**src/rtl/flash_guard_pkg.sv**
```systemverilog
package flash_guard_pkg;

  typedef enum logic [2:0] {
    OP_NOP    = 3'd0,
    OP_PROG   = 3'd1,
    OP_ERASE  = 3'd2,
    OP_LOCK   = 3'd3,
    OP_UNLOCK = 3'd4,
    OP_FREEZE = 3'd5,
    OP_OTPSEL = 3'd6,
    OP_CLRERR = 3'd7
  } op_e;

  typedef enum logic [2:0] {
    E_NONE   = 3'd0,
    E_PROT   = 3'd1,
    E_OTP    = 3'd2,
    E_PSUSP  = 3'd3,
    E_FROZEN = 3'd4,
    E_OTPSET = 3'd5
  } err_e;

  typedef enum logic [1:0] {
    S_IDLE = 2'd0,
    S_ERS  = 2'd1,
    S_PRG  = 2'd2
  } sus_e;

  function automatic logic op_is_pe(op_e op);
    return (op == OP_PROG) || (op == OP_ERASE);
  endfunction

  function automatic logic op_is_lock(op_e op);
    return (op == OP_LOCK) || (op == OP_UNLOCK) || (op == OP_FREEZE);
  endfunction

  // Region membership: index counted from the parameter end of the array.
  function automatic logic in_region(int nblk, logic top, logic [1:0] area, int blk);
    int idx;
    idx = top ? (nblk - 1 - blk) : blk;
    if (area == 2'd0) return idx < 4;
    return idx == (int'(area) + 3);
  endfunction

endpackage

```
**src/rtl/fg_otp_map.sv**
```systemverilog
module fg_otp_map
  import flash_guard_pkg::*;
#(
  parameter int NBLK = 16
) (
  input  logic            top_cfg,
  input  logic            cfg_vld,
  input  logic [1:0]      area,
  output logic [NBLK-1:0] otp_mask
);
  for (genvar i = 0; i < NBLK; i++) begin : g_blk
    assign otp_mask[i] = cfg_vld && in_region(NBLK, top_cfg, area, i);
  end
endmodule

```
**src/rtl/fg_susp_track.sv**
```systemverilog
module fg_susp_track
  import flash_guard_pkg::*;
#(
  parameter int NBLK = 16,
  localparam int BW = $clog2(NBLK)
) (
  input  logic          clk,
  input  logic          rst_n,
  input  logic          sus_erase,
  input  logic          sus_prog,
  input  logic          resume,
  input  logic          erase_acc,
  input  logic [BW-1:0] erase_blk,
  output sus_e          st,
  output logic          rsm_go,
  output logic [BW-1:0] rsm_blk
);
  logic          ers_held;
  logic [BW-1:0] ers_blk;
  sus_e          st_nx;
  logic          held_nx;
  logic          ers_release;

  always_comb begin
    st_nx       = st;
    held_nx     = ers_held;
    ers_release = 1'b0;
    unique case (st)
      S_IDLE: begin
        if (sus_erase)      st_nx = S_ERS;
        else if (sus_prog) begin st_nx = S_PRG; held_nx = 1'b0; end
      end
      S_ERS: begin
        if (sus_prog) begin st_nx = S_PRG; held_nx = 1'b1; end
        else if (resume) begin st_nx = S_IDLE; ers_release = 1'b1; end
      end
      S_PRG: begin
        if (resume) begin
          st_nx   = ers_held ? S_ERS : S_IDLE;
          held_nx = 1'b0;
        end
      end
      default: st_nx = S_IDLE;
    endcase
  end

  always_ff @(posedge clk or negedge rst_n) begin
    if (!rst_n) begin
      st       <= S_IDLE;
      ers_held <= 1'b0;
      ers_blk  <= '0;
      rsm_go   <= 1'b0;
      rsm_blk  <= '0;
    end else begin
      st       <= st_nx;
      ers_held <= held_nx;
      rsm_go   <= ers_release;
      if (ers_release) rsm_blk <= ers_blk;
      if (erase_acc && st == S_IDLE) ers_blk <= erase_blk;
    end
  end
endmodule

```
**src/rtl/fg_lock_bank.sv**
```systemverilog
module fg_lock_bank
  import flash_guard_pkg::*;
#(
  parameter int NBLK = 16,
  localparam int BW = $clog2(NBLK)
) (
  input  logic            clk,
  input  logic            rst_n,
  input  logic            wr_en,
  input  op_e             op,
  input  logic [BW-1:0]   blk,
  output logic [NBLK-1:0] lock_q,
  output logic [NBLK-1:0] ldn_q
);
  for (genvar i = 0; i < NBLK; i++) begin : g_cell
    localparam logic [BW-1:0] IDX = BW'(i);
    logic hit;
    assign hit = wr_en && (blk == IDX);

    always_ff @(posedge clk or negedge rst_n) begin
      if (!rst_n) begin
        lock_q[i] <= 1'b1;
        ldn_q[i]  <= 1'b0;
      end else if (hit) begin
        unique case (op)
          OP_LOCK:   lock_q[i] <= 1'b1;
          OP_FREEZE: begin lock_q[i] <= 1'b1; ldn_q[i] <= 1'b1; end
          OP_UNLOCK: if (!ldn_q[i]) lock_q[i] <= 1'b0;
          default: ;
        endcase
      end
    end
  end
endmodule

```
**src/rtl/fg_decide.sv**
```systemverilog
module fg_decide
  import flash_guard_pkg::*;
#(
  parameter int NBLK = 16,
  localparam int BW = $clog2(NBLK)
) (
  input  op_e             op,
  input  logic [BW-1:0]   blk,
  input  logic [NBLK-1:0] lock_q,
  input  logic [NBLK-1:0] ldn_q,
  input  logic [NBLK-1:0] otp_mask,
  input  logic            otp_cfg,
  input  sus_e            st,
  output logic            acc,
  output err_e            err
);
  logic blk_locked, blk_frozen, blk_otp;
  assign blk_locked = lock_q[blk];
  assign blk_frozen = ldn_q[blk];
  assign blk_otp    = otp_mask[blk];

  always_comb begin
    err = E_NONE;
    if (op_is_pe(op)) begin
      if (blk_otp)         err = E_OTP;
      else if (blk_locked) err = E_PROT;
    end else if (op_is_lock(op)) begin
      if (st == S_PRG)                          err = E_PSUSP;
      else if (op == OP_UNLOCK && blk_frozen)   err = E_FROZEN;
    end else if (op == OP_OTPSEL) begin
      if (otp_cfg) err = E_OTPSET;
    end
    acc = (err == E_NONE);
  end
endmodule

```
**src/rtl/flash_guard.sv**
```systemverilog
module flash_guard
  import flash_guard_pkg::*;
#(
  parameter int NBLK = 16,
  localparam int BW = $clog2(NBLK)
) (
  input  logic            clk,
  input  logic            rst_n,
  input  logic            top_cfg,
  input  logic            cmd_vld,
  input  logic [2:0]      cmd_op,
  input  logic [BW-1:0]   cmd_blk,
  input  logic [1:0]      cmd_area,
  input  logic            wsm_sus_erase,
  input  logic            wsm_sus_prog,
  input  logic            wsm_resume,
  output logic            rsp_vld,
  output logic            rsp_acc,
  output logic [2:0]      rsp_err,
  output logic            err_sticky,
  output logic [NBLK-1:0] lock_q,
  output logic [NBLK-1:0] ldn_q,
  output logic [1:0]      susp_st,
  output logic            rsm_go,
  output logic [BW-1:0]   rsm_blk
);
  op_e             op;
  sus_e            st;
  logic            dec_acc;
  err_e            dec_err;
  logic            otp_cfg;
  logic [1:0]      otp_area;
  logic [NBLK-1:0] otp_mask;

  // Named internal events
  logic lock_wr, otp_wr, erase_acc, pe_reject, clr_hit;

  assign op        = op_e'(cmd_op);
  assign lock_wr   = cmd_vld && op_is_lock(op) && dec_acc;
  assign otp_wr    = cmd_vld && (op == OP_OTPSEL) && dec_acc;
  assign erase_acc = cmd_vld && (op == OP_ERASE) && dec_acc;
  assign pe_reject = cmd_vld && op_is_pe(op) && !dec_acc;
  assign clr_hit   = cmd_vld && (op == OP_CLRERR);
  assign susp_st   = st;

  fg_otp_map #(.NBLK(NBLK)) u_map (
    .top_cfg (top_cfg),
    .cfg_vld (otp_cfg),
    .area    (otp_area),
    .otp_mask(otp_mask)
  );

  fg_decide #(.NBLK(NBLK)) u_dec (
    .op      (op),
    .blk     (cmd_blk),
    .lock_q  (lock_q),
    .ldn_q   (ldn_q),
    .otp_mask(otp_mask),
    .otp_cfg (otp_cfg),
    .st      (st),
    .acc     (dec_acc),
    .err     (dec_err)
  );

  fg_lock_bank #(.NBLK(NBLK)) u_bank (
    .clk   (clk),
    .rst_n (rst_n),
    .wr_en (lock_wr),
    .op    (op),
    .blk   (cmd_blk),
    .lock_q(lock_q),
    .ldn_q (ldn_q)
  );

  fg_susp_track #(.NBLK(NBLK)) u_sus (
    .clk      (clk),
    .rst_n    (rst_n),
    .sus_erase(wsm_sus_erase),
    .sus_prog (wsm_sus_prog),
    .resume   (wsm_resume),
    .erase_acc(erase_acc),
    .erase_blk(cmd_blk),
    .st       (st),
    .rsm_go   (rsm_go),
    .rsm_blk  (rsm_blk)
  );

  always_ff @(posedge clk or negedge rst_n) begin
    if (!rst_n) begin
      rsp_vld    <= 1'b0;
      rsp_acc    <= 1'b0;
      rsp_err    <= E_NONE;
      err_sticky <= 1'b0;
      otp_cfg    <= 1'b0;
      otp_area   <= 2'd0;
    end else begin
      rsp_vld <= cmd_vld;
      if (cmd_vld) begin
        rsp_acc <= dec_acc;
        rsp_err <= dec_err;
      end
      if (pe_reject)    err_sticky <= 1'b1;
      else if (clr_hit) err_sticky <= 1'b0;
      if (otp_wr) begin
        otp_cfg  <= 1'b1;
        otp_area <= cmd_area;
      end
    end
  end
endmodule

```
**config.mk**
```make
export PLATFORM = sky130hd
export DESIGN_NAME = flash_guard
export DESIGN_NICKNAME = d
export VERILOG_FILES = /design/src/rtl/flash_guard_pkg.sv /design/src/rtl/fg_otp_map.sv /design/src/rtl/fg_susp_track.sv /design/src/rtl/fg_lock_bank.sv /design/src/rtl/fg_decide.sv /design/src/rtl/flash_guard.sv
export SDC_FILE = /design/constraint.sdc
export NUM_CORES = 1
export LEC_CHECK = 0
export BUFFER_PORTS_ARGS = -buffer_cell sky130_fd_sc_hd__buf_4
export CAP_MARGIN = 10
export CORE_MARGIN = 10
export CORE_UTILIZATION = 50
export DETAILED_ROUTE_END_ITERATION = 6
export GPL_ROUTABILITY_DRIVEN = 0
export PLACE_DENSITY = 0.71
export SKIP_LAST_GASP = 1
export SLEW_MARGIN = 20
export SYNTH_ARGS = -nofsm -noshare
export SYNTH_HDL_FRONTEND = slang
export SYNTH_HIERARCHICAL = 1
export SYNTH_SLANG_ARGS = --single-unit
```
**constraint.sdc**
```tcl
create_clock -name clk -period 8.22 [get_ports clk]
set_clock_uncertainty 0.2 [all_clocks]
set_input_delay 0.411 -clock clk [delete_from_list [all_inputs] [get_ports clk]]
set_output_delay 0.411 -clock clk [all_outputs]
set_load 0.1 [all_outputs]
```
== Word level (Yosys, flattened, before mapping) ==
Cells that the tools add are included.
W data, S select, Z words.

* Flip-flop bits (word level): 53
* Bits of input ports: 16
* Output and inout bits: 45
* Word-level logic and storage cells: 324

* Add/sub/neg operators: 1
* $lt $le $gt $ge: 17
* Equal/unequal tests: 62
* Mux-type cells: 112
* Reduce and logical (&&, ||, !) cells: 89

{| class="wikitable"
|+ Operators by type and width
! operator !! number
|-
| $eq A32 B32 Y1 || 16
|-
| $lt A32 B4 Y1 const B || 16
|-
| $mux W4 || 16
|-
| $mux W1 || 63
|-
| $reduce_and A3 Y1 || 17
|-
| $logic_and A1 B1 Y1 || 43
|-
| $ne A2 B2 Y1 const B || 20
|-
| $eq A4 B4 Y1 const B || 8
|-
| $pmux W1 S2 || 16
|-
| $reduce_and A2 Y1 || 16
|-
| $mux W3 || 7
|-
| $eq A4 B3 Y1 const B || 4
|-
| $bmux W1 S4 || 3
|-
| $eq A3 B3 Y1 const B || 4
|-
| $mux W2 || 5
|-
| $eq A4 B2 Y1 const B || 2
|-
| $eq A3 B2 Y1 const B || 2
|-
| $ne A3 B3 Y1 const B || 2
|-
| $pmux W2 S3 || 1
|-
| $lt A4 B5 Y1 const B || 1
|-
| $reduce_and A5 Y1 || 1
|-
| $eq A4 B1 Y1 const B || 1
|-
| $logic_not A2 Y1 || 2
|-
| $logic_not A4 Y1 || 1
|-
| 11 further kinds || 14
|}

== Logic depth before layout (Yosys ltp) ==
Gate-level depths: netlist of run 1.

* Depth after elaboration: 13
* Gate-level depth with buffers: 17
* Depth with buffers taken out: 14

== By module ==
The synthesis of run 1 kept the hierarchy.

{| class="wikitable"
|+ Modules (own cells, without submodules)
! module !! times used !! cells each !! area each (um2) !! sequential area each (um2)
|-
| fg_lock_bank || 1 || 116 || 1526.5 || 820.8
|-
| fg_decide || 1 || 56 || 590.6 || 0.0
|-
| fg_susp_track || 1 || 37 || 504.2 || 300.3
|-
| flash_guard || 1 || 31 || 397.9 || 225.2
|-
| fg_otp_map || 1 || 33 || 193.9 || 0.0
|}

== Worst setup path after synthesis of run 1 ==
OpenSTA, ideal clock, no wires.

* Kind: register -> register
* From: register otp_area[0]
* To: register u_bank.lock_q[1]
* Setup time: 91 ps
* Data arrival time: 3628 ps
* Required time: 7929 ps
* Path slack: 4301 ps
* Cell stages (with the launch flop): 18
* Buffers on the path: 3
* Period minus slack after synthesis: 3919 ps
* Cell sequence: dfrtp_1 -> buf_6 -> inv_1 -> ha_1 -> a31oi_1 -> nor2_1 -> mux4_1 -> a22oi_2 -> a221oi_2 -> or3_4 -> nor3_2 -> nand2_1 -> nor2_1 -> nand4bb_1 -> buf_6 -> buf_12 -> o41ai_2 -> o31ai_1

* Longest elaborated chain between the ends: 12
* Elaborated cells between the ends (all ways): 59
* Those cells by class: add/sub (1); eq/ne (16); mux (21); reduce/logical (21)

{| class="wikitable"
|+ Ends and longest elaborated chain
! item !! line !! source
|-
| from (decl) || flash_guard.sv:32 || <nowiki>logic [1:0] otp_area;</nowiki>
|-
| from (signal assigned) || flash_guard.sv:106 || <nowiki>otp_area <= cmd_area;</nowiki>
|-
| $add A2 B2 Y3 or $logic_not A2 Y1 (tied branches) || flash_guard_pkg.sv:42, flash_guard_pkg.sv:41 ||
|-
| $eq A32 B32 Y1 or $mux W1 (tied branches) || flash_guard_pkg.sv:42, flash_guard_pkg.sv:41 ||
|-
| $mux W1 * || flash_guard_pkg.sv:42 || <nowiki>return idx == (int'(area) + 3);</nowiki>
|-
| $logic_and A1 B1 Y1 * || fg_otp_map.sv:12 || <nowiki>assign otp_mask[i] = cfg_vld && in_region(NBLK, top_cfg, area, i);</nowiki>
|-
| named net otp_mask[0] || flash_guard.sv:33 || <nowiki>logic [NBLK-1:0] otp_mask;</nowiki>
|-
| $bmux W1 S4 * || fg_decide.sv:20 || <nowiki>assign blk_otp = otp_mask[blk];</nowiki>
|-
| $mux W1 (not written as such) * || fg_decide.sv:20 ||
|-
| $mux W3 * || fg_decide.sv:25 || <nowiki>if (blk_otp) err = E_OTP;</nowiki>
|-
| $mux W3 * || fg_decide.sv:24 || <nowiki>if (op_is_pe(op)) begin</nowiki>
|-
| named net dec_err[1] || flash_guard.sv:30 || <nowiki>err_e dec_err;</nowiki>
|-
| $logic_not A3 Y1 * || fg_decide.sv:33 || <nowiki>acc = (err == E_NONE);</nowiki>
|-
| named net dec_acc || flash_guard.sv:29 || <nowiki>logic dec_acc;</nowiki>
|-
| $logic_and A1 B1 Y1 * || flash_guard.sv:39 || <nowiki>assign lock_wr = cmd_vld && op_is_lock(op) && dec_acc;</nowiki>
|-
| named net lock_wr || flash_guard.sv:36 || <nowiki>logic lock_wr, otp_wr, erase_acc, pe_reject, clr_hit;</nowiki>
|-
| $logic_and A1 B1 Y1 * || fg_lock_bank.sv:18 || <nowiki>assign hit = wr_en && (blk == IDX);</nowiki>
|-
| $reduce_and A3 Y1 (no line) * || n/a ||
|-
| to (signal, indexed assignment) || fg_lock_bank.sv:22 || <nowiki>lock_q[i] <= 1'b1;</nowiki>
|-
| to (signal, indexed assignment) || fg_lock_bank.sv:26 || <nowiki>OP_LOCK: lock_q[i] <= 1'b1;</nowiki>
|-
| to (signal, indexed assignment) || fg_lock_bank.sv:27 || <nowiki>OP_FREEZE: begin lock_q[i] <= 1'b1; ldn_q[i] <= 1'b1; end</nowiki>
|-
| to (decl) || fg_lock_bank.sv:12 || <nowiki>output logic [NBLK-1:0] lock_q,</nowiki>
|}

The timed path passes the listed nets; every way through them passes the cells marked *. The select of a mux whose other input is x is not followed.
A chain may end at the register's enable or synchronous reset.

== Final worst setup path of run 1 ==
* From: register otp_area[0]
* To: register u_bank.lock_q[9]

Same word-level chain as after synthesis.

==> results of run 1 <==
==> final timing paths <==
| path | to | slack, ps | cells after the start |
|---|---|---|---|
| worst max register to register | u_bank/lock_q[9]$_DFFE_PN1P_ | 3230 | 14 |
| max in group asynchronous | u_bank/ldn_q[5]$_DFFE_PN0P_ | 6910 | 2 |
| worst max-delay path | u_bank/lock_q[9]$_DFFE_PN1P_ | 3230 | 14 |
| min in group asynchronous | otp_area[0]$_DFFE_PN0P_ | 470 | 2 |
| worst min register to register | u_bank/lock_q[10]$_DFFE_PN1P_ | 290 | 2 |
| worst min-delay path | rsp_vld$_DFF_PN0_ | 110 | 1 |
==> cell type report <==
class | count | area (um2)
clock buffers | 6 | 72.6
clock inverters | 2 | 38.8
fillers | 558 | 2590
inverters | 7 | 26.3
multi-input cells | 192 | 1690
flip-flops and latches | 53 | 1350
well taps | 77 | 96.3
repair buffers | 61 | 460
==> what timing repair did <==
action,4_1_cts,5_1_grt
setup endpoints to repair,0,0
hold buffers,1,0
hold endpoints to repair,37,0
==> kinds of logic (layout without fill, tap and decap cells) <==
kind of cell	count (synthesis)	count (layout)	synth area share, %
AO/OA/AOI/OAI	76	76	20.7
XOR/XNOR	1	1	0.273
adder cells (fa/ha/maj)	2	2	0.779
buffers and inverters	28	76	5.65
flip-flops	53	53	41.9
multiplexers	28	28	14.0
AND/OR/NAND/NOR	85	85	16.7
==> worst max-delay path, stage by stage (launching register included) <==
cell and delay, ps:
dfrtp_1 530, inv_1 110, ha_1 370, a31oi_1 260
nor2_1 60, mux4_1 510, a22oi_2 210, a221oi_2 90
or3_4 380, nor3_2 250, nand2_1 130, nor2_1 290
nand4bb_1 760, o41ai_1 620, o31ai_1 130
==> metal layers <==
layer | part of all wire [%] | wire length, um | up-vias | track usage (%)
li1 | - | - | 1139 | -
met1 | 43 | 3420 | 1213 | 20.6
met2 | 51 | 4100 | 81 | 26.0
met3 | 5.0 | 401 | 8 | 2.75
met4 | 0.73 | 58 | 0 | 3.26
met5 | 0 | 0 | - | 0
==> power by group <==
part | internal, uW | total (uW) | switching, uW
logic | 146 | 515 | 368
registers | 318 | 369 | 50.5
clock network | 92.1 | 178 | 85.6
==> cells in the final DEF (no fill, tap or decap), types with 3 or more instances in the layout <==
cell	netlist	final
buf_4	1	60
dfrtp_1	37	37
o31ai_1	16	16
dfstp_2	16	16
nor2_1	15	15
o21bai_1	12	12
nand2_1	10	10
o41ai_2	10	10
mux2_2	9	9
nand2b_1	8	8
nand3_1	8	8
a21oi_1	8	8
inv_1	7	7
nand3b_1	6	6
o41ai_1	6	6
clkbuf_8	0	5
or2b_1	5	5
mux4_2	5	5
mux4_1	5	5
nor2b_1	4	4
a31o_2	4	4
mux2_1	4	4
and2b_1	3	3
nor3b_1	3	3
o21ai_0	3	3
a31oi_1	3	3
mux2i_1	3	3
nor3_1	3	3
==> flip-flops by register name, indices dropped and copies added, names as in the netlist <==
signal,count
u_bank/ldn_q,16
u_bank/lock_q,16
u_sus/ers_held,1
rsp_err,3
rsp_acc,1
otp_cfg,1
u_sus/ers_blk,4
u_sus/rsm_go,1
err_sticky,1
u_sus/st,2
otp_area,2
rsp_vld,1
u_sus/rsm_blk,4
==> stage by stage <==
stage | area [um2] | power, uW | hold WS [ps] | util [%]
after floorplan | 3210 | 790 | -84.6 | -
after global placement | 3600 | 883 | 274 | 57.1
after detailed placement | 3600 | 890 | 275 | 57.1
after CTS | 3730 | 1070 | 99.8 | 59.0
after global routing | 3730 | 1110 | 102 | 59.0
final | 3730 | 1060 | 111 | 59.0
==> impl_metrics.py, run 1 <==
metrics = {
    "synthesis": {
        "syn_area_per_cell_um2": 11.8,
        "synth.net_count": 291,
        "netlist-cell-type-count": 67,
        "netlist_instances": 273,
        "synth.top_cells.by_count": "dfrtp_1 (37), dfstp_2 (16), o31ai_1 (16), nor2_1 (15), o21bai_1 (12)",
        "syn_area_mm2": 0.00321,
        "synth_ff_type": "dfrtp_1",
        "postSynthRegisterBits": 53,
        "synth_enable_flop_cells": 0,
        "synth.largest_area_cell": "dfrtp_1",
        "ys.warnings.count": 6,
        "netlist_top_cells_area": "dfrtp_1 (29%), dfstp_2 (13%), o41ai_2 (5.1%)",
        "seq_area_frac_synth_pct": 41.9,
        "postSynth.asyncResetShare_pct": 100,
        "yosys.cell_count.top_type": "dfrtp_1",
        "post-synth-top-area-fraction_pct": 28.8,
    },
    "routing": {
        "routed-via-count": 2441,
        "detail_route.first_pass.iterations": 5,
        "drt.antenna.violating_nets": 0,
        "wl_per_cell_um": 20.1,
        "final_routed_drc_violation_total": 0,
        "vias_cell": 6.13,
        "postRouteWirelength_mm": 7.99,
        "dr.first_iter.drc_count": 231,
    },
    "timing": {
        "setup_viol": 0,
        "finalHoldViolCount": 0,
        "finalCriticalPeriod_ps": 4990,
        "final.period_utilization_pct": 60.7,
        "relSlewSlack_pct": 35.5,
        "max_slew.worst_pin.slew_ps": 954,
        "totalNegativeSetupSlack_ps": 0,
        "final-max-slew-violation-count": 0,
        "max_clock_freq_mhz": 200,
        "layout_setup_ws_ps": 3230,
        "grt_setup_unrepaired": "false",
    },
    "pwr": {
        "power.leakage_uw": 0.00161,
        "ir_worst_vdd_mv": 0.204,
        "powerDensity_mw_per_mm2": 285,
    },
    "grt": {
        "grt_pass1_vias": 2400,
        "grt_antenna_before_repair": 0,
        "globalRoute.totalOverflow": 0,
        "grt_pass1_wl_mm": 12.9,
        "grtUsageTotal_pct": 15.6,
        "maximum_number_of_pins_on_one_net_before_global_route_repair": 54,
    },
    "run": {
        "number_of_max_cap_violations": 0,
    },
    "finish": {
        "stdcell_count": 398,
        "final_net_count": 338,
        "syn_to_final_growth_pct": 16.0,
        "diodes": 0,
        "layout-drive-gt1-share_pct": 39.3,
    },
    "placed_design": {
        "dpl.hpwl_mm": 5.72,
        "buffer_ports.inserted": 60,
        "dpl.cell_count": 389,
        "dpl_worst_slack_ps": 3260,
    },
    "setup_path": {
        "worstPathArrival_ps": 5000,
        "worst-path-max-fanout": 16,
        "kind_of_critical_path": "flop to flop",
        "critical_path_origin": "otp_area[0]$_DFFE_PN0P_",
        "crit-reg2reg-launch": "otp_area[0]$_DFFE_PN0P_",
        "crit_path_start_kind": "flop",
        "critical_path_required_ps": 8230,
        "endpoint_kind": "flop",
    },
    "clock_tree": {
        "cts_tree": "built",
        "bufs_on_longest_clock_path": 2,
        "post-cts-setup-buffer-count": 0,
        "cts_max_level": 2,
        "clockRootBuffer": "clkbuf_8",
        "worst_skew_pair.late_latency_ps": 310,
        "post_cts_resized": 0,
        "cts.sink_count": 53,
        "path_clk_slew_ps": 90,
        "cts_made_buffers": 5,
    },
    "min_path": {
        "hold_path.class": "input pin to flop",
        "min_from": "cmd_vld",
    },
    "die": {
        "die_w_um": 100,
        "design.die.area_mm2": 0.0100,
        "die_h_um": 100,
        "floorplan.initialDensity_pct": 50.9,
        "pin_count": 61,
        "core.rowCount": 29,
        "core_mm2": 0.00631,
    },
    "run_status": {
        "status": "finished, final reports clean",
    },
}
(Power assumes the default switching activity.)
==> run 2, diff against run 1 <==
Clock period 8.22 ns to 5 ns, I/O delays scaled along.
==> run 2 against run 1 <==
Final cell count grew 1.8%. Highest routed layer unchanged. Sequential share of layout area shrank 0.67 points. Non-clock buffer count rose by 7.
==> impl_metrics.py, run 2 (same netlist as run 1, synthesis figures left out) <==
metrics = {
    "pwr": {
        "power.leakage_uw": 0.00164,
        "ir_worst_vdd_mv": 0.340,
        "powerDensity_mw_per_mm2": 462,
    },
    "clock_tree": {
        "cts_max_level": 2,
        "cts_tree": "built",
        "cts_made_buffers": 5,
        "post_cts_resized": 0,
        "worst_skew_pair.late_latency_ps": 310,
        "post-cts-setup-buffer-count": 0,
        "clockRootBuffer": "clkbuf_8",
        "bufs_on_longest_clock_path": 2,
        "path_clk_slew_ps": 100,
        "cts.sink_count": 53,
    },
    "routing": {
        "dr.first_iter.drc_count": 140,
        "drt.antenna.violating_nets": 0,
        "vias_cell": 6.17,
        "routed-via-count": 2498,
        "postRouteWirelength_mm": 8.15,
        "final_routed_drc_violation_total": 0,
        "wl_per_cell_um": 20.1,
        "detail_route.first_pass.iterations": 5,
    },
    "setup_path": {
        "critical_path.slowest_cell": "nand3_1",
        "worstPathCellList": "inv_1, ha_1, a31oi_1, nor2_1, mux4_1, a22oi_2, a221oi_2, or3_4, nor3_2, nand2_1, nor2_1, nand3_1, o31ai_1",
        "crit_top_cell": "nor2_1",
        "worstPathArrival_ps": 4530,
        "critical_path_required_ps": 4990,
        "kind_of_critical_path": "flop to flop",
        "crit_end": "u_bank/lock_q[15]$_DFFE_PN1P_",
        "crit-reg2reg-capture": "u_bank/lock_q[15]$_DFFE_PN1P_",
        "critical_path_origin": "otp_area[0]$_DFFE_PN0P_",
        "r2r_setup_slack_ps": 460,
        "r2r.worst_path.cells": 13,
        "crit_path_start_kind": "flop",
        "crit-reg2reg-launch": "otp_area[0]$_DFFE_PN0P_",
        "endpoint_kind": "flop",
        "crit_path_max_incr_delay_ps": 550,
        "worst-path-max-fanout": 16,
    },
    "placed_design": {
        "dpl_worst_slack_ps": 548,
        "buffer_ports.inserted": 60,
        "dpl.hpwl_mm": 5.80,
    },
    "timing": {
        "final-max-slew-violation-count": 0,
        "grt_setup_unrepaired": "false",
        "max_slew.worst_pin.slew_ps": 660,
        "relSlewSlack_pct": 55.3,
        "final.period_utilization_pct": 90.8,
        "totalNegativeSetupSlack_ps": 0,
        "finalCriticalPeriod_ps": 4540,
        "max_clock_freq_mhz": 220,
        "finalHoldViolCount": 0,
        "layout_setup_ws_ps": 462,
        "setup_viol": 0,
    },
    "die": {
        "core.rowCount": 29,
        "core_mm2": 0.00631,
        "design.die.area_mm2": 0.0100,
        "die_h_um": 100,
        "pin_count": 61,
        "floorplan.initialDensity_pct": 50.9,
        "die_w_um": 100,
    },
    "finish": {
        "final_net_count": 345,
        "syn_to_final_growth_pct": 18.1,
        "most-common-layout-cells": "buf_4 (61), dfrtp_1 (37), o31ai_1 (16), dfstp_2 (16), nor2_1 (15)",
        "area_occupied_by_multi_input_gates_mm2": 0.00169,
        "layout-drive-gt1-share_pct": 39.0,
        "largestRegisters": "u_bank/ldn_q: 16 flops, u_bank/lock_q: 16 flops",
        "leading_cell_type_in_the_layout_fill_and_taps_excluded": "buf_4",
        "diodes": 0,
        "final.fill_count": 532,
        "seqCellArea_mm2": 0.00135,
    },
    "grt": {
        "grt_pass1_vias": 2504,
        "maximum_number_of_pins_on_one_net_before_global_route_repair": 54,
        "globalRoute.totalOverflow": 0,
        "grtUsageTotal_pct": 16.1,
        "grt_antenna_before_repair": 0,
        "grt_pass1_wl_mm": 13.2,
    },
    "min_path": {
        "hold_path.class": "input pin to flop",
        "hold_depth": 2,
    },
    "run_status": {
        "status": "finished, final reports clean",
    },
    "run": {
        "number_of_max_cap_violations": 0,
    },
}
## run 2: changes by cell type in the layout (fill, tap and decap cells not counted)
cell,before,now
buf_4,60,61
clkinv_2,0,1
dlygate4sd3_1,1,7
inv_6,1,0
nor4bb_1,1,0
nor4bb_2,0,1
## run 2: repair_timing
item	in CTS	in global routing
endpoints found under the setup margin	0	0
hold buffers	6	1
endpoints found under the hold margin	42	1
## run 2: power by group
part | leakage, uW | internal (uW) | switching [uW]
logic | 0.000935 | 245 | 611
registers | 0.000650 | 524 | 84.7
clock network | 0.0000552 | 149 | 139
## run 2: metal layers
layer / global-route usage, % / up-vias / wire length [um]
li1: - / 1154 / -
met1: 19.8 / 1246 / 3310
met2: 28.5 / 86 / 4280
met3: 2.82 / 12 / 461
met4: 4.02 / 0 / 102
met5: 0 / - / 0
## run 2: worst min path at each step
| stage | start | slack [ps] | end |
|---|---|---|---|
| 2_1_floorplan | rst_n | -250 | err_sticky$_DFFE_PN0P_ |
| 3_3_place_gp | rst_n | 130 | otp_area[1]$_DFFE_PN0P_ |
| 3_5_place_dp | rst_n | 130 | otp_area[1]$_DFFE_PN0P_ |
| 4_1_cts | wsm_sus_prog | 10 | u_sus/st[0]$_DFFE_PN0P_ |
| 5_1_grt | cmd_op[1] | 40 | err_sticky$_DFFE_PN0P_ |
| 6_report | cmd_op[1] | 30 | err_sticky$_DFFE_PN0P_ |
## run 2: cell type report
| cell class | instances | area share [%] |
|---|---|---|
| Clock inverter | 2 | 0.923 |
| Clock buffer | 6 | 1.91 |
| Inverter | 7 | 0.692 |
| Tap cell | 77 | 2.54 |
| Multi-Input combinational cell | 192 | 44.6 |
| Sequential cell | 53 | 35.5 |
| Timing Repair Buffer | 68 | 13.9 |
## run 2: worst max-delay path: cells and delay by family (launching register included)
family	cells	cell delay (ps)
adders and majority gates	1	380
buffers and inverters	1	110
muxes	1	510
DFF	1	510
and+or+nand+nor	6	1690
AOI/OAI and AO/OA	4	1020
## run 2: per-stage QoR
step	hold slack (ps)	total power, uW	util [%]	area [um2]	std cells
global placement	126	1450	57.2	3610	390
CTS	13.7	1760	59.9	3780	404
global route	41.1	1830	60.1	3800	405
finish	27.8	1750	60.1	3800	405
detailed placement	129	1470	57.2	3610	390
floorplan	-246	1300	-	3210	273
==> run 3, diff against run 2 <==
Settings changed: CORE_UTILIZATION 50 to 40, PLACE_DENSITY 0.71 to 0.59.
==> run 3 against run 2 <==
Global-route usage fell by 2.9 points. Die area up 20%. Wire length down 3.4%. Sequential share of layout area shrank 0.20 points. Highest routed layer unchanged. Register-to-register slack better by 210 ps. Via count shrank 3.5%. Final cell count is 6.2% higher. Largest cell class unchanged. Largest power group unchanged. Core utilization shrank 11 points. Setup slack better by 210 ps. Critical path depth is 2 higher.
==> impl_metrics.py, run 3 (same netlist as run 1, synthesis figures left out) <==
metrics = {
    "run_status": {
        "status": "finished, final reports clean",
    },
    "finish": {
        "diodes": 0,
        "leading_cell_type_in_the_layout_fill_and_taps_excluded": "buf_4",
        "syn_to_final_growth_pct": 18.8,
        "layout-drive-gt1-share_pct": 38.7,
        "most-common-layout-cells": "buf_4 (62), dfrtp_1 (37), o31ai_1 (16), dfstp_2 (16), nor2_1 (15)",
        "final_net_count": 345,
        "largestRegisters": "u_bank/ldn_q: 16 flops, u_bank/lock_q: 16 flops",
        "final.fill_count": 731,
    },
    "routing": {
        "routed-via-count": 2411,
        "maxUsedRoutingLayer": "met4",
        "dr.first_iter.drc_count": 115,
        "detail_route.first_pass.iterations": 4,
        "route.layer.met1.wl_mm": 3.66,
        "wl_met2_mm": 3.80,
        "final_routed_drc_violation_total": 0,
        "vias_cell": 5.61,
        "routed_wl_met3_um": 365,
        "drt.antenna.violating_nets": 0,
        "postRouteWirelength_mm": 7.88,
        "wl_per_cell_um": 18.3,
    },
    "pwr": {
        "power.leakage_uw": 0.00164,
        "power.share.combinational_pct": 48.7,
        "power.clock.fraction_pct": 16.6,
        "p_int_uw": 916,
        "ir_worst_vdd_mv": 0.271,
        "powerDensity_mw_per_mm2": 456,
        "net-switching-power_uw": 825,
        "netSwitchingFraction_pct": 47.4,
        "power.sequential.fraction_pct": 34.7,
    },
    "timing": {
        "final.hold.worst_slack_ps": 23.6,
        "relSlewSlack_pct": 32.8,
        "finalCriticalPeriod_ps": 4320,
        "grt_setup_unrepaired": "false",
        "max_slew.worst_pin.slew_ps": 995,
        "setup_viol": 0,
        "finalHoldViolCount": 0,
        "max_clock_freq_mhz": 231,
        "final-max-slew-violation-count": 0,
        "totalNegativeSetupSlack_ps": 0,
        "final.period_utilization_pct": 86.5,
    },
    "setup_path": {
        "endpoint_kind": "flop",
        "critical_path_required_ps": 5020,
        "crit_path_max_incr_delay_ps": 540,
        "critical-path-top-delay-family": "simple AND/OR/NAND/NOR gates",
        "critical_path.slowest_cell": "dfrtp_1",
        "worst-path-buf-inv": 2,
        "crit_top_cell": "nor2_1",
        "crit_path_start_kind": "flop",
        "worstPathArrival_ps": 4350,
        "worstPathCellList": "inv_1, ha_1, a31oi_1, nor2_1, mux4_1, a22oi_2, a221oi_2, or3_4, nor3_2, nand2_1, nor2_1, nand4bb_1, buf_4, o41ai_1, o31ai_1",
        "worst-path-max-fanout": 16,
        "kind_of_critical_path": "flop to flop",
    },
    "die": {
        "design.die.area_mm2": 0.0120,
        "die_h_um": 110,
        "pin_count": 61,
        "core.rowCount": 32,
        "die_w_um": 110,
        "floorplan.initialDensity_pct": 41.4,
        "core_mm2": 0.00777,
    },
    "clock_tree": {
        "post_cts_resized": 0,
        "clockRootBuffer": "clkbuf_8",
        "cts.sink_count": 53,
        "cts_tree": "built",
        "post-cts-setup-buffer-count": 0,
        "worst_skew_pair.late_latency_ps": 310,
        "cts_made_buffers": 5,
        "path_clk_slew_ps": 90,
        "cts_hold_buf": 6,
        "cts_max_level": 2,
        "bufs_on_longest_clock_path": 2,
    },
    "placed_design": {
        "dpl.hpwl_mm": 5.63,
        "buffer_ports.inserted": 60,
    },
    "grt": {
        "grt_pass1_vias": 2399,
        "grt_pass1_wl_mm": 12.9,
        "globalRoute.totalOverflow": 0,
        "maximum_number_of_pins_on_one_net_before_global_route_repair": 54,
        "grtUsageTotal_pct": 13.2,
        "grt_antenna_before_repair": 0,
    },
    "min_path": {
        "hold_path.class": "input pin to flop",
    },
    "run": {
        "number_of_max_cap_violations": 0,
    },
}
run 3: cell count changes in the layout (fill, tap and decap cells not counted), sizes merged:
cell / change
buf: +1
dlygate4sd3: -1
run 3: cell type report:
type                            count  area, um2  area share (%)
Multi-Input combinational cell    192       1690            44.1
Sequential cell                    53       1350            35.3
Timing Repair Buffer               68        526            13.8
Inverter                            7       26.3           0.688
Clock buffer                        6       72.6            1.90
Tap cell                          102        128            3.34
Clock inverter                      2       33.8           0.885
run 3: power groups by stage:
stage                     Sequential (uW)  Combinational [uW]  Clock, uW
after floorplan                      1010                 293          0
after global placement                612                 843          0
after detailed placement              612                 848          0
after CTS                             605                 853        300
after global routing                  618                 898        317
final                                 604                 848        290
run 3: worst reg2reg max path, delay by kind of cell, from the launching register on:
family | cells | cell delay [ps]
AOI/OAI and AO/OA | 5 | 1020
adders and majority gates | 1 | 370
buffers and inverters | 2 | 340
DFF | 1 | 540
muxes | 1 | 510
and+or+nand+nor | 6 | 1280
run 3: final timing paths:
kind / cells after the start / slack [ps] / endpoint / startpoint
setup / recovery: 15 / 680 / u_bank/lock_q[7]$_DFFE_PN1P_ / otp_area[0]$_DFFE_PN0P_
hold / removal: 3 / 20 / u_sus/st[0]$_DFFE_PN0P_ / wsm_sus_prog
setup reg to reg: 15 / 680 / u_bank/lock_q[7]$_DFFE_PN1P_ / otp_area[0]$_DFFE_PN0P_
hold reg to reg: 2 / 290 / u_bank/lock_q[14]$_DFFE_PN1P_ / u_bank/lock_q[14]$_DFFE_PN1P_
max in group asynchronous: 2 / 3840 / u_bank/ldn_q[0]$_DFFE_PN0P_ / rst_n
min in group asynchronous: 2 / 320 / u_bank/ldn_q[13]$_DFFE_PN0P_ / rst_n
run 3: metrics by stage:
step / util, % / area (um2) / power [uW] / worst slack [ps] / instances
2_1_floorplan: - / 3210 / 1300 / 1080 / 273
3_3_place_gp: 47.0 / 3650 / 1450 / 839 / 416
3_5_place_dp: 47.0 / 3650 / 1460 / 691 / 416
4_1_cts: 49.1 / 3820 / 1760 / 685 / 430
5_1_grt: 49.1 / 3820 / 1830 / 364 / 430
6_report: 49.1 / 3820 / 1740 / 677 / 430
run 3: per-layer routing:
metal | global-route usage (%) | up-vias
li1 | - | 1152
met1 | 17.6 | 1220
met2 | 21.0 | 37
met3 | 3.16 | 2
met4 | 3.35 | 0
met5 | 0 | -
